**config.mk**
```make
export PLATFORM = sky130hd
export DESIGN_NAME = pc_sequencer
export DESIGN_NICKNAME = d
export VERILOG_FILES = /design/src/rtl/pc_seq_pkg.sv /design/src/rtl/pc_page_latch.sv /design/src/rtl/pc_target_build.sv /design/src/rtl/pc_sequencer.sv
export SDC_FILE = /design/constraint.sdc
export NUM_CORES = 1
export LEC_CHECK = 0
export CAP_MARGIN = 10
export CORE_ASPECT_RATIO = 2
export CORE_UTILIZATION = 38
export CTS_BUF_LIST = sky130_fd_sc_hd__clkbuf_4 sky130_fd_sc_hd__clkbuf_8 sky130_fd_sc_hd__clkbuf_16
export CTS_CLUSTER_DIAMETER = 60
export DETAILED_ROUTE_END_ITERATION = 16
export GPL_TIMING_DRIVEN = 0
export PLACE_DENSITY_LB_ADDON = 0.12
export SLEW_MARGIN = 20
export SYNTH_ARGS = -nofsm -noshare
export SYNTH_HDL_FRONTEND = slang
export SYNTH_HIERARCHICAL = 1
export SYNTH_SLANG_ARGS = --single-unit
```
**constraint.sdc**
```tcl
create_clock -name clk -period 1.3 [get_ports clk]
set_input_delay 0.195 -clock clk [delete_from_list [all_inputs] [get_ports clk]]
set_output_delay 0.195 -clock clk [all_outputs]
set_load 0.02 [all_outputs]
```
**src/rtl/pc_seq_pkg.sv**
```systemverilog
package pc_seq_pkg;
    localparam int PC_WIDTH   = 15;
    localparam int IMM_WIDTH  = 11;
    localparam int PAGE_WIDTH = 7;
    localparam int PAGE_LSB   = 3;
endpackage

```
**src/rtl/pc_page_latch.sv**
```systemverilog
module pc_page_latch #(
    parameter int WIDTH = pc_seq_pkg::PAGE_WIDTH
) (
    input  logic             clk,
    input  logic             rst_n,
    input  logic             we_i,
    input  logic [WIDTH-1:0] wdata_i,
    output logic [WIDTH-1:0] page_o
);
    logic [WIDTH-1:0] page_d, page_q;

    always_comb begin
        page_d = page_q;
        if (we_i) page_d = wdata_i;
    end

    always_ff @(posedge clk) begin
        if (!rst_n) page_q <= '0;
        else        page_q <= page_d;
    end

    assign page_o = page_q;
endmodule

```
**src/rtl/pc_target_build.sv**
```systemverilog
module pc_target_build #(
    parameter int PC_W   = pc_seq_pkg::PC_WIDTH,
    parameter int IMM_W  = pc_seq_pkg::IMM_WIDTH,
    parameter int PAGE_W = pc_seq_pkg::PAGE_WIDTH,
    parameter int P_LSB  = pc_seq_pkg::PAGE_LSB
) (
    input  logic [IMM_W-1:0]  imm_i,
    input  logic [PAGE_W-1:0] page_i,
    output logic [PC_W-1:0]   target_o
);
    localparam int HI_W = PC_W - IMM_W;

    generate
        if (HI_W > 0) begin : g_paged
            assign target_o = {page_i[P_LSB +: HI_W], imm_i};
        end else begin : g_flat
            assign target_o = imm_i[PC_W-1:0];
        end
    endgenerate
endmodule

```
**src/rtl/pc_sequencer.sv**
```systemverilog
module pc_sequencer #(
    parameter int PC_W   = pc_seq_pkg::PC_WIDTH,
    parameter int IMM_W  = pc_seq_pkg::IMM_WIDTH,
    parameter int PAGE_W = pc_seq_pkg::PAGE_WIDTH,
    parameter int P_LSB  = pc_seq_pkg::PAGE_LSB
) (
    input  logic              clk,
    input  logic              rst_n,
    input  logic              jump_i,
    input  logic [IMM_W-1:0]  jump_imm_i,
    input  logic              skip_i,
    input  logic              page_we_i,
    input  logic [PAGE_W-1:0] page_wdata_i,
    output logic [PC_W-1:0]   fetch_addr_o,
    output logic              nop_slot_o
);
    typedef struct packed {
        logic [PC_W-1:0] pc;
        logic            nop;
    } seq_state_t;

    seq_state_t        st_d, st_q;
    logic [PAGE_W-1:0] page_q;
    logic [PC_W-1:0]   target;
    logic              accept;

    pc_page_latch #(.WIDTH(PAGE_W)) u_page (
        .clk     (clk),
        .rst_n   (rst_n),
        .we_i    (page_we_i),
        .wdata_i (page_wdata_i),
        .page_o  (page_q)
    );

    pc_target_build #(
        .PC_W(PC_W), .IMM_W(IMM_W), .PAGE_W(PAGE_W), .P_LSB(P_LSB)
    ) u_target (
        .imm_i    (jump_imm_i),
        .page_i   (page_q),
        .target_o (target)
    );

    assign accept = !st_q.nop;

    always_comb begin
        st_d.pc  = st_q.pc + {{(PC_W-1){1'b0}}, 1'b1};
        st_d.nop = 1'b0;
        if (accept) begin
            if (jump_i) begin
                st_d.pc  = target;
                st_d.nop = 1'b1;
            end else if (skip_i) begin
                st_d.nop = 1'b1;
            end
        end
    end

    always_ff @(posedge clk) begin
        if (!rst_n) st_q <= '0;
        else        st_q <= st_d;
    end

    assign fetch_addr_o = st_q.pc;
    assign nop_slot_o   = st_q.nop;
endmodule

```
**Word-level counts from Yosys, hierarchy flattened**

Index checks and enable logic that the tools add are counted.

- Add/sub/neg operators: 1
- Multiplexer cells: 4
- Bitwise logic cells: 1
- Reductions and logical operators: 1

Operators by type and width:

| operator | count |
|---|---|
| 16-bit two-way mux | 1 |
| 15-bit by 1-bit adder with 15-bit output, second input constant | 1 |
| 15-bit two-way mux | 1 |
| 1-bit two-way mux | 2 |
| 2-bit OR reduction | 1 |
| 1-bit inverter | 1 |

- Register bits after elaboration: 23
- Output and inout port bits: 16
- Logic and storage cells: 10

**Longest topological paths before layout**

Gate-level depths: netlist of the first run.

- Word-level depth: 3
- Depth in mapped cells: 5
- Mapped depth without buffers: 5

**By module**

Netlist of the first run, hierarchy kept.

By module, submodules not included:

| module | times used | cells an instance | area each (um^2) | sequential area each (um^2) |
|---|---|---|---|---|
| pc_sequencer | 1 | 90 | 814.5 | 320.3 |
| pc_page_latch | 1 | 22 | 265.3 | 140.1 |
| pc_target_build | 1 | 15 | 112.6 | 0.0 |

**Worst setup path before layout of the first run**

OpenSTA, ideal clock, no wires.

- Path type: reg-to-reg
- Start: register st_q, in the netlist fetch_addr_o[0]
- End: register st_q, in the netlist fetch_addr_o[12]
- Setup time: 0.133 ns
- Arrival: 1.365 ns
- Data required time: 1.167 ns
- Path slack: -0.198 ns
- Cell stages (with the launch flop): 6
- Buffers on the path: 0
- Period minus slack after synthesis: 1.498 ns
- Cells stage by stage: dfxtp_1 > ha_1 > inv_1 > nor4_2 > xnor2_1 > a21oi_1

- Cells in the longest elaborated chain, start to end: 3

Ends and longest elaborated chain:

| what | RTL line | source |
|---|---|---|
| from (decl) | pc_sequencer.sv:22 | `seq_state_t st_d, st_q;` |
| from (signal assigned) | pc_sequencer.sv:60 | `else st_q <= st_d;` |
| 15-bit by 1-bit adder with 15-bit output (*) | pc_sequencer.sv:46 | `st_d.pc = st_q.pc + {{(PC_W-1){1'b0}}, 1'b1};` |
| 15-bit two-way mux | pc_sequencer.sv:49 | `if (jump_i) begin` |
| 16-bit two-way mux (*) | pc_sequencer.sv:48 | `if (accept) begin` |

Every way passes the cells marked *; elsewhere a longest branch is shown, timed or not.
A chain may end at the register's enable or synchronous reset.

**Final worst setup path of the first run**

- Start: register st_q, in the netlist fetch_addr_o[2]
- End: register st_q, in the netlist fetch_addr_o[14]

Same word-level chain as after synthesis.

==> summary.md, run 1 <==
| Metric | Value |
|---|---|
| GR Util All Layers | 0.173 |
| Max-cap violation count | 0 |
| Die X | ~40 um |
| Die Y | 77.5 um |
| Core Region | roughly 2700 um2 |
| Routed vias/inst | 5.06 |
| Tcrit/Tclk final | 0.984 |
| Outcome | complete, no violations |
| Synthesized netlist cell count | 118 |
| Max IR drop VDD | about 590 uV |
| Worst-path clk slew | roughly 70 ps |
| WP data required | 1440 ps |
| Hold path depth | 3 |
| Syn_nets | between 100 and 150 |
| R2r setup slk | 20 ps |
| TritonCTS clock tree | done |
| Hold endpoint | fetch_addr_o[1] |
| Setup_tns | 0 ps |
| Dpl hpwl | 1770 um |
| Antenna viol nets, final | 0 |
| Pre-CTS WS | -371 ps |
| CP Cell Sequence | nand4_4 > nor4_4 > xnor2_1 > a21oi_1 |
| Iteration count of the initial detailed-routing pass | 4 |
| Inserted Clock Buffers | 3 |
| Port bufs | 23 |
| Worst setup margin | 20.8 ps |
| CP arrival | ~1400 ps |
| Avg Cell Area, Syn | 9.18 um2 |
| Startpoint Class | flop |
| Crit path max fanout | 7 |
| Final Max Tran Viols | 0 |
| Final wirelength | 2380 um |
| Initial antenna violation count | 0 |
| Unrepaired setup endpoints after global routing | yes |
| Final setup vio count | 0 |
| Htree depth | 1 |
| Largest delay share family, worst path | simple AND/OR/NAND/NOR gates |
| Clock Skew | 2.16 ps |
| Max Clk Rate | 782 MHz |
| Worst R2R End | fetch_addr_o[14] |
| Max stage delay on crit path | 390 ps |
| Worst setup EP type | flop |
| Hold_sp | jump_imm_i[1] |
| CTS root buffer | clkbuf_8 |
| Hold WS | around 170 ps |
| # fillers | 272 |
| I/O pin count | 39 |
| DRC viols | 0 |
| Pleak | 0.000655 uW |
| Fin util | 0.544 |
| Per-cell routed wire length | 13.4 um |
| Slew at the pin closest to its max-slew limit | between 400 and 500 ps |
| Vias in the first global route | 836 |
| Grt ovf | 0 |
| Die area | between 3000 and 4000 um2 |
| Reg2Reg Launch Point | fetch_addr_o[2] |
| Bufs and invs on worst path | 0 |
| Slowest cell on the critical path | dfxtp_4 |
| CTS Hold Bufs | 0 |
| PD cells | roughly 1000 nW/um2 |
| R2r worst-path depth | 4 |
| First-pass GRT wire length | ~3800 um |
| CTS Buffer Depth | 2 |
| Num Clock Sinks | 20 |
| CP Class | flop to flop |
| Fin crit period | 1280 ps |
| Worst hold path type | input pin to flop |
| Site Rows | 27 |
| Detailed-route via count | 895 |
| Clk Latency, worst-skew pair | roughly 250 ps |
| Drt initial violations | 12 |
| Starting Density | 0.396 |
| Share of layout cells above drive strength 1 | 0.304 |
| Mapped Area | 1080 um2 |
| Syn-to-layout area delta | 37.3% |
| Largest net degree at the start of global routing | 15 |
| Layout Nets | 173 |
| Final hold violations | 0 |
| Rel. slew slack | 0.709 |
| Gp weighted congestion | 0.712 |
| Antenna cell count | 0 |
| YS warnings | 6 |
-- metrics by stage --
step / total power, uW / instances / area [um2]
CTS: 1530 / 175 / 1450
global placement: 1080 / 170 / 1370
detailed placement: 1080 / 170 / 1370
finish: 1530 / 177 / 1490
global route: 1600 / 177 / 1490
floorplan: 935 / 118 / 1100
-- repair_timing --
item / 4_1_cts / 5_1_grt
resized for setup: 23 / 12
pin swaps: 0 / 2
buffers inserted: 1 / 2
endpoints found under the setup margin: 26 / 13
-- cell type report --
| type | instances | area (um2) | area share |
|---|---|---|---|
| Timing Repair Buffer | 26 | 236 | 0.159 |
| Sequential cell | 20 | 427 | 0.287 |
| Buffer | 19 | 141 | 0.0950 |
| Multi-Input combinational cell | 76 | 581 | 0.390 |
| Clock buffer | 4 | 55.1 | 0.0370 |
| Inverter | 3 | 11.3 | 0.00757 |
| Tap cell | 29 | 36.3 | 0.0244 |
-- report_power, final --
group / leakage (uW) / total [uW] / switching [uW] / internal (uW)
Clock: 0.0000288 / 465 / 196 / 269
Combinational: 0.000456 / 322 / 157 / 165
Sequential: 0.000171 / 738 / 70.5 / 668
-- how the worst max path moves through the flow --
| stage | from | endpoint | slack (ps) | depth (start not counted) |
|---|---|---|---|---|
| after floorplan | fetch_addr_o[0] | fetch_addr_o[12] | -40 | 5 |
| after global placement | jump_i | fetch_addr_o[5] | -320 | 5 |
| after CTS | fetch_addr_o[0] | fetch_addr_o[12] | 3 | 5 |
| final | fetch_addr_o[2] | fetch_addr_o[14] | 20 | 4 |
| after detailed placement | jump_i | fetch_addr_o[5] | -370 | 5 |
| after global routing | fetch_addr_o[2] | fetch_addr_o[11] | -50 | 4 |
-- cells in the final DEF, fill, tap and decap left out, types with 5 or more instances in the layout --
| cell type | count |
|---|---|
| dfxtp_2 | 6 |
| dlygate4sd2_1 | 15 |
| dfxtp_4 | 5 |
| a21oi_1 | 9 |
| dfxtp_1 | 9 |
| xnor2_1 | 8 |
| nor2_1 | 8 |
| a211oi_1 | 5 |
| mux2i_1 | 5 |
| buf_4 | 19 |
| xor2_1 | 5 |
| o21ai_0 | 9 |
| clkdlybuf4s50_1 | 6 |
-- state kept, by name (all words and copies together) (netlist names) --
signal         flops
fetch_addr_o      15
nop_slot_o         1
u_page/page_o      4
-- worst reg2reg max path: stages (launching register included) --
cell and delay [ps]:
dfxtp_4 390, nand4_4 220, nor4_4 340, xnor2_1 150, a21oi_1 80
-- metal layers --
layer	GRT usage	wire length (um)	up-vias
met5	0	0	-
met4	0.0724	27	0
met3	0.0257	67	2
met2	0.293	1330	22
met1	0.200	950	414
li1	-	-	457
No activity file was read; power rests on OpenSTA's default activity.
==> inputs of run 2 (changes only) <==
--- a/config.mk
+++ b/config.mk
@@ -6,15 +6,14 @@
 export NUM_CORES = 1
 export LEC_CHECK = 0
 export CAP_MARGIN = 10
-export CORE_ASPECT_RATIO = 2
 export CORE_UTILIZATION = 38
 export CTS_BUF_LIST = sky130_fd_sc_hd__clkbuf_4 sky130_fd_sc_hd__clkbuf_8 sky130_fd_sc_hd__clkbuf_16
 export CTS_CLUSTER_DIAMETER = 60
 export DETAILED_ROUTE_END_ITERATION = 16
+export GPL_ROUTABILITY_DRIVEN = 0
 export GPL_TIMING_DRIVEN = 0
 export PLACE_DENSITY_LB_ADDON = 0.12
 export SLEW_MARGIN = 20
 export SYNTH_ARGS = -nofsm -noshare
 export SYNTH_HDL_FRONTEND = slang
-export SYNTH_HIERARCHICAL = 1
 export SYNTH_SLANG_ARGS = --single-unit
==> summary.md, run 2 <==
| Metric | Value |
|---|---|
| Max IR drop VDD | 939 uV |
| Final wirelength | ~2200 um |
| Mux share of post-synthesis cell area | 0.0523 |
| Avg Cell Area, Syn | 9.20 um2 |
| Largest area contributor in the netlist | dfxtp_1 |
| YS warnings | 0 |
| WP data required | approximately 1500 ps |
| Site Rows | 17 |
| Sw Share | 0.297 |
| Outcome | complete, no violations |
| Drt initial violations | 11 |
| Largest net degree at the start of global routing | 12 |
| Die X | 52.2 um |
| Synthesized-area fraction occupied by and/or/nand/nor cells | 0.233 |
| Clock Skew | 4.41 ps |
| Per-cell routed wire length | ~13 um |
| Core Region | 2300 um2 |
| PD cells | 990 nW/um2 |
| Synthesized netlist cell count | 104 |
| Most common cell after layout, fill and taps aside | clkdlybuf4s50_1 |
| CTS Hold Bufs | 0 |
| Hold WS | 286 ps |
| Share of layout cells above drive strength 1 | 0.214 |
| Syn_nets | 128 |
| Die Y | around 52 um |
| Starting Density | 0.417 |
| Dpl hpwl | 1600 um |
| Rel. slew slack | 0.785 |
| Fin crit period | 1280 ps |
| DRC viols | 0 |
| Clk Latency, worst-skew pair | 310 ps |
| Clock share of power | 0.260 |
| Layout Nets | 170 |
| Syn-to-layout area delta | 49.7% |
| Synth top cells by count | dfxtp_1 (20), nor2_1 (12), a21oi_1 (9), o21ai_0 (9), xnor2_1 (8) |
| CTS root buffer | clkbuf_4 |
| Flip-flop count of the largest register after layout | 15 |
| GR Util All Layers | 0.184 |
| Compound-Gate Fraction of Synth Area | 0.133 |
| Worst setup EP type | flop |
| Iteration count of the initial detailed-routing pass | 3 |
| Antenna cell count | 0 |
| I/O pin count | 39 |
| Startpoint Class | flop |
| Worst hold path type | input pin to flop |
| Commonest non-fill, non-tap cells in the layout | clkdlybuf4s50_1 (18), nor2_1 (12), dlygate4sd2_1 (12) |
| EDFF count, synth | 0 |
| Seq pwr share | 0.521 |
| Largest family of logic cells by synthesized area | simple AND/OR/NAND/NOR gates |
| Final total power | 1420 uW |
| First-pass GRT wire length | about 3600 um |
| Async SR Flop Fraction | 0 |
| Grt ovf | 0 |
| Initial antenna violation count | 0 |
| Netlist cell types | 23 |
| Max-cap violation count | 0 |
| Vias in the first global route | roughly 800 |
| Die area | 2720 um2 |
| Inserted Clock Buffers | 3 |
| Crit path max fanout | 7 |
| Detailed-route via count | 887 |
| XOR/XNOR Fraction of Synth Area | 0.119 |
| Unrepaired setup endpoints after global routing | yes |
| CP Class | flop to flop |
| Mapped Area | between 900 and 1000 um2 |
| CTS Buffer Depth | 2 |
| Sw power | 421 uW |
| Top cells by area, synth | dfxtp_1 (42%), xnor2_1 (7.3%), mux2i_1 (5.2%) |
| Final setup vio count | 0 |
| Setup_tns | 0 ps |
| Pleak | 0.000584 uW |
| Antenna viol nets, final | 0 |
| CP arrival | 1480 ps |
| R2r setup slk | 20 ps |
| Top cell type's share of synthesized area | 0.418 |
| TritonCTS clock tree | done |
| Most common cell in the synthesized netlist | dfxtp_1 |
| Max Clk Rate | 783 MHz |
| P_int | 997 uW |
| Tcrit/Tclk final | 0.983 |
| Final Max Tran Viols | 0 |
| Htree depth | 1 |
| Slew at the pin closest to its max-slew limit | 321 ps |
| Main synth FF type | dfxtp_1 |
| Logic pwr share | 0.219 |
| Worst-path clk slew | between 100 and 150 ps |
| Port bufs | 34 |
| Num Clock Sinks | 20 |
| Final hold violations | 0 |
| Synth Register Bits | 20 |
| Adder-cell share of the synthesized area | 0.0131 |
| Sequential area share after synthesis | 0.418 |
| Routed vias/inst | slightly above 5 |
## run 2: cell types whose count changed in the layout (fill, tap and decap cells not counted), moves of 4 or more
cell and change:
buf_4 -16, clkdlybuf4s50_1 +12, nor2b_1 -4, nor2_1 +4
## run 2: stage by stage
| step | instances | setup WS [ps] | area, um2 | util |
|---|---|---|---|---|
| after floorplan | 104 | -38.1 | 973 | - |
| after global placement | 166 | -316 | 1350 | 0.587 |
| after detailed placement | 166 | -355 | 1350 | 0.587 |
| after CTS | 170 | 11.2 | 1390 | 0.606 |
| after global routing | 173 | -57.7 | 1430 | 0.624 |
| final | 173 | 22.3 | 1430 | 0.624 |
## run 2: final timing paths
check,startpoint,end,cells past startpoint
max,fetch_addr_o[2],fetch_addr_o[13],4
min,page_we_i,u_page.page_o[5],3
max reg2reg,fetch_addr_o[2],fetch_addr_o[13],4
min reg2reg,nop_slot_o,nop_slot_o,1
## run 2: kinds of logic (layout without fill, tap and decap cells)
group,Yosys count,in the layout
AOI/OAI and AO/OA,23,23
xor gates and xnor gates,13,13
adders and majority gates,1,1
buffers and inverters,8,49
DFF,20,20
muxes,5,5
and+or+nand+nor,34,34
## run 2: cell type report
class                           instances  area, um2
Clock buffer                            4       36.3
Inverter                                3       11.3
Fill cell                             211        865
Timing Repair Buffer                   37        343
Buffer                                  5       23.8
Sequential cell                        20        424
Tap cell                               28       35.0
Multi-Input combinational cell         76        559
## run 2: power by group through the flow
stage               clock (uW)  combinational [uW]  sequential, uW
floorplan                    0                 111             789
global placement             0                 319             748
detailed placement           0                 323             750
CTS                        378                 299             740
global route               408                 341             748
finish                     368                 311             739
## run 2: timing repair
action / 4_1_cts / 5_1_grt
resized for setup: 22 / 13
pin swaps: 1 / 3
buffers inserted: 0 / 3
setup endpoints to repair: 26 / 12
## run 2: per-layer routing
metal,global-route usage,wire [um],share of wire,vias up
met1,0.219,1070,0.48,410
met3,0.0609,109,0.049,2
li1,-,-,-,453
met5,0,0,0,-
met2,0.312,1050,0.47,22
met4,0.0526,16,0.0072,0
## run 2: critical path: stages (launching register included)
cell and delay (ps):
dfxtp_4 410, nand4_4 200, nor4_2 330, xnor2_1 150
a21oi_1 80
==> inputs of run 3 (changes only) <==
--- a/config.mk
+++ b/config.mk
@@ -6,6 +6,7 @@
 export NUM_CORES = 1
 export LEC_CHECK = 0
 export CAP_MARGIN = 10
+export CORE_ASPECT_RATIO = 1.5
 export CORE_UTILIZATION = 38
 export CTS_BUF_LIST = sky130_fd_sc_hd__clkbuf_4 sky130_fd_sc_hd__clkbuf_8 sky130_fd_sc_hd__clkbuf_16
 export CTS_CLUSTER_DIAMETER = 60
==> summary.md, run 3 (synthesis results as in run 2) <==
| Metric | Value |
|---|---|
| Max-cap violation count | 0 |
| Final Max Tran Viols | 0 |
| R2r setup slk | 20 ps |
| Iteration count of the initial detailed-routing pass | 4 |
| Logic pwr share | 0.245 |
| Final hold violations | 0 |
| Die X | approximately 43 um |
| Clk Latency, worst-skew pair | 290 ps |
| Worst hold path type | input pin to flop |
| Slowest cell on the critical path | dfxtp_4 |
| Routed vias/inst | 5.31 |
| Seq pwr share | 0.549 |
| Register area | 437 um2 |
| CTS Buffer Depth | 2 |
| Share of layout cells above drive strength 1 | 0.233 |
| Layout Nets | 172 |
| Worst setup EP type | flop |
| R2r worst-path depth | 5 |
| Reg2Reg Launch Point | fetch_addr_o[0] |
| Worst-path clk slew | 100 ps |
| CP arrival | 1470 ps |
| Port bufs | 34 |
| Grt ovf | 0 |
| # fillers | 211 |
| Num Clock Sinks | 20 |
| Die Y | 63.5 um |
| Crit path max fanout | 5 |
| CP Cell Sequence | buf_4 > and3_1 > nand3_1 > xor2_1 > a211oi_1 |
| Clock share of power | 0.207 |
| Drt initial violations | 9 |
| Htree depth | 1 |
| TritonCTS clock tree | done |
| Die area | 2730 um2 |
| WP data required | 1490 ps |
| DRC viols | 0 |
| Slew at the pin closest to its max-slew limit | 481 ps |
| CTS root buffer | clkbuf_4 |
| Hold_sp | page_we_i |
| Sw power | roughly 400 uW |
| Bufs and invs on worst path | 1 |
| Antenna cell count | 0 |
| Starting Density | 0.414 |
| Hold endpoint | u_page.page_o[5] |
| Largest net degree at the start of global routing | 11 |
| Site Rows | 21 |
| Most common cell after layout, fill and taps aside | clkdlybuf4s50_1 |
| Multi-input logic area | 582 um2 |
| Inserted Clock Buffers | 3 |
| Sw Share | 0.300 |
| Antenna viol nets, final | 0 |
| Final wirelength | 2310 um |
| Finished Cell Area | 1460 um2 |
| I/O pin count | 39 |
| Max stage delay on crit path | 400 ps |
| Max Clk Rate | slightly below 800 MHz |
| Max IR drop VDD | around 600 uV |
| Final total power | 1340 uW |
| Syn-to-layout area delta | 52.2% |
| Final setup vio count | 0 |
| Startpoint Class | flop |
| Pleak | 0.000629 uW |
| Commonest non-fill, non-tap cells in the layout | clkdlybuf4s50_1 (17), dlygate4sd2_1 (14), nor2_1 (12) |
| Rel. slew slack | 0.680 |
| Flip-flop count of the largest register after layout | 15 |
| CTS Hold Bufs | 0 |
| CP Class | flop to flop |
| Tcrit/Tclk final | 0.982 |
| Initial antenna violation count | 0 |
| Detailed-route via count | about 900 |
| GR Util All Layers | 0.173 |
| Core Region | ~2300 um2 |
| Outcome | complete, no violations |
| Per-cell routed wire length | between 10 and 15 um |
| P_int | 936 uW |
| First-pass GRT wire length | 3730 um |
| Unrepaired setup endpoints after global routing | yes |
| Hold path depth | 3 |
| Vias in the first global route | 855 |
| Largest delay share family, worst path | flip-flops |
| Placed cell areas | around 1300 um2 |
| PD cells | between 900 and 1000 nW/um2 |
| Fin crit period | approximately 1300 ps |
| Clock Skew | ~4.1 ps |
| Worst R2R End | fetch_addr_o[5] |
| Dpl hpwl | approximately 1600 um |
## run 3: cell types whose count changed in the layout (fill, tap and decap cells not counted), sizes merged
cell	change
buf	+2
dlymetal6s2s	+1
dlygate4sd2	+2
clkdlybuf4s50	-1
clkdlybuf4s15	-3
## run 3: area by class of cell
cell class / count / share of cell area
clock buffers: 3 / 0.0155
flip-flops and latches: 20 / 0.300
plain buffers: 5 / 0.0155
inverters: 3 / 0.00773
well taps: 23 / 0.0198
multi-input cells: 76 / 0.399
repair buffers: 39 / 0.242
## run 3: power by group through the flow
stage	registers [uW]	clock network, uW	logic [uW]
2_1_floorplan	789	0	111
3_3_place_gp	748	0	321
3_5_place_dp	750	0	326
4_1_cts	737	298	302
5_1_grt	742	316	358
6_report	734	277	327
## run 3: worst register-to-register path: cells and delay by family (launching register included)
family | cells | cell delay, ps
flops | 1 | 400
compound gates | 1 | 260
simple gates | 2 | 250
xor+xnor | 1 | 150
buf+inv | 1 | 130
## run 3: through the flow
step                      hold slack (ps)  instances   util  setup WS (ps)  TNS, ps
after floorplan                       321        104      -          -38.1    -38.1
after global placement                430        161  0.581           -337    -5440
after detailed placement              436        161  0.581           -357    -5680
after CTS                             302        164  0.590           7.93        0
after global routing                  328        169  0.630          -61.1     -172
final                                 312        169  0.630           23.0        0
## run 3: worst max path at each step
stage                        to       startpoint  depth (start not counted)
4_1_cts        fetch_addr_o[12]  fetch_addr_o[2]                          4
6_report        fetch_addr_o[5]  fetch_addr_o[0]                          5
5_1_grt         fetch_addr_o[5]  fetch_addr_o[0]                          5
2_1_floorplan  fetch_addr_o[12]  fetch_addr_o[0]                          5
3_5_place_dp    fetch_addr_o[5]           jump_i                          5
3_3_place_gp    fetch_addr_o[5]           jump_i                          5
## run 3: per-layer routing
| layer | part of all wire | track usage |
|---|---|---|
| met3 | 0.037 | 0.0201 |
| met2 | 0.54 | 0.316 |
| met1 | 0.42 | 0.211 |
| met5 | 0 | 0 |
| met4 | 0.0048 | 0.0341 |
## run 3: timing repair
action	in CTS	in global routing
setup buffers	0	5
pin swaps	1	10
resized for setup	21	21
setup endpoints to repair	26	18
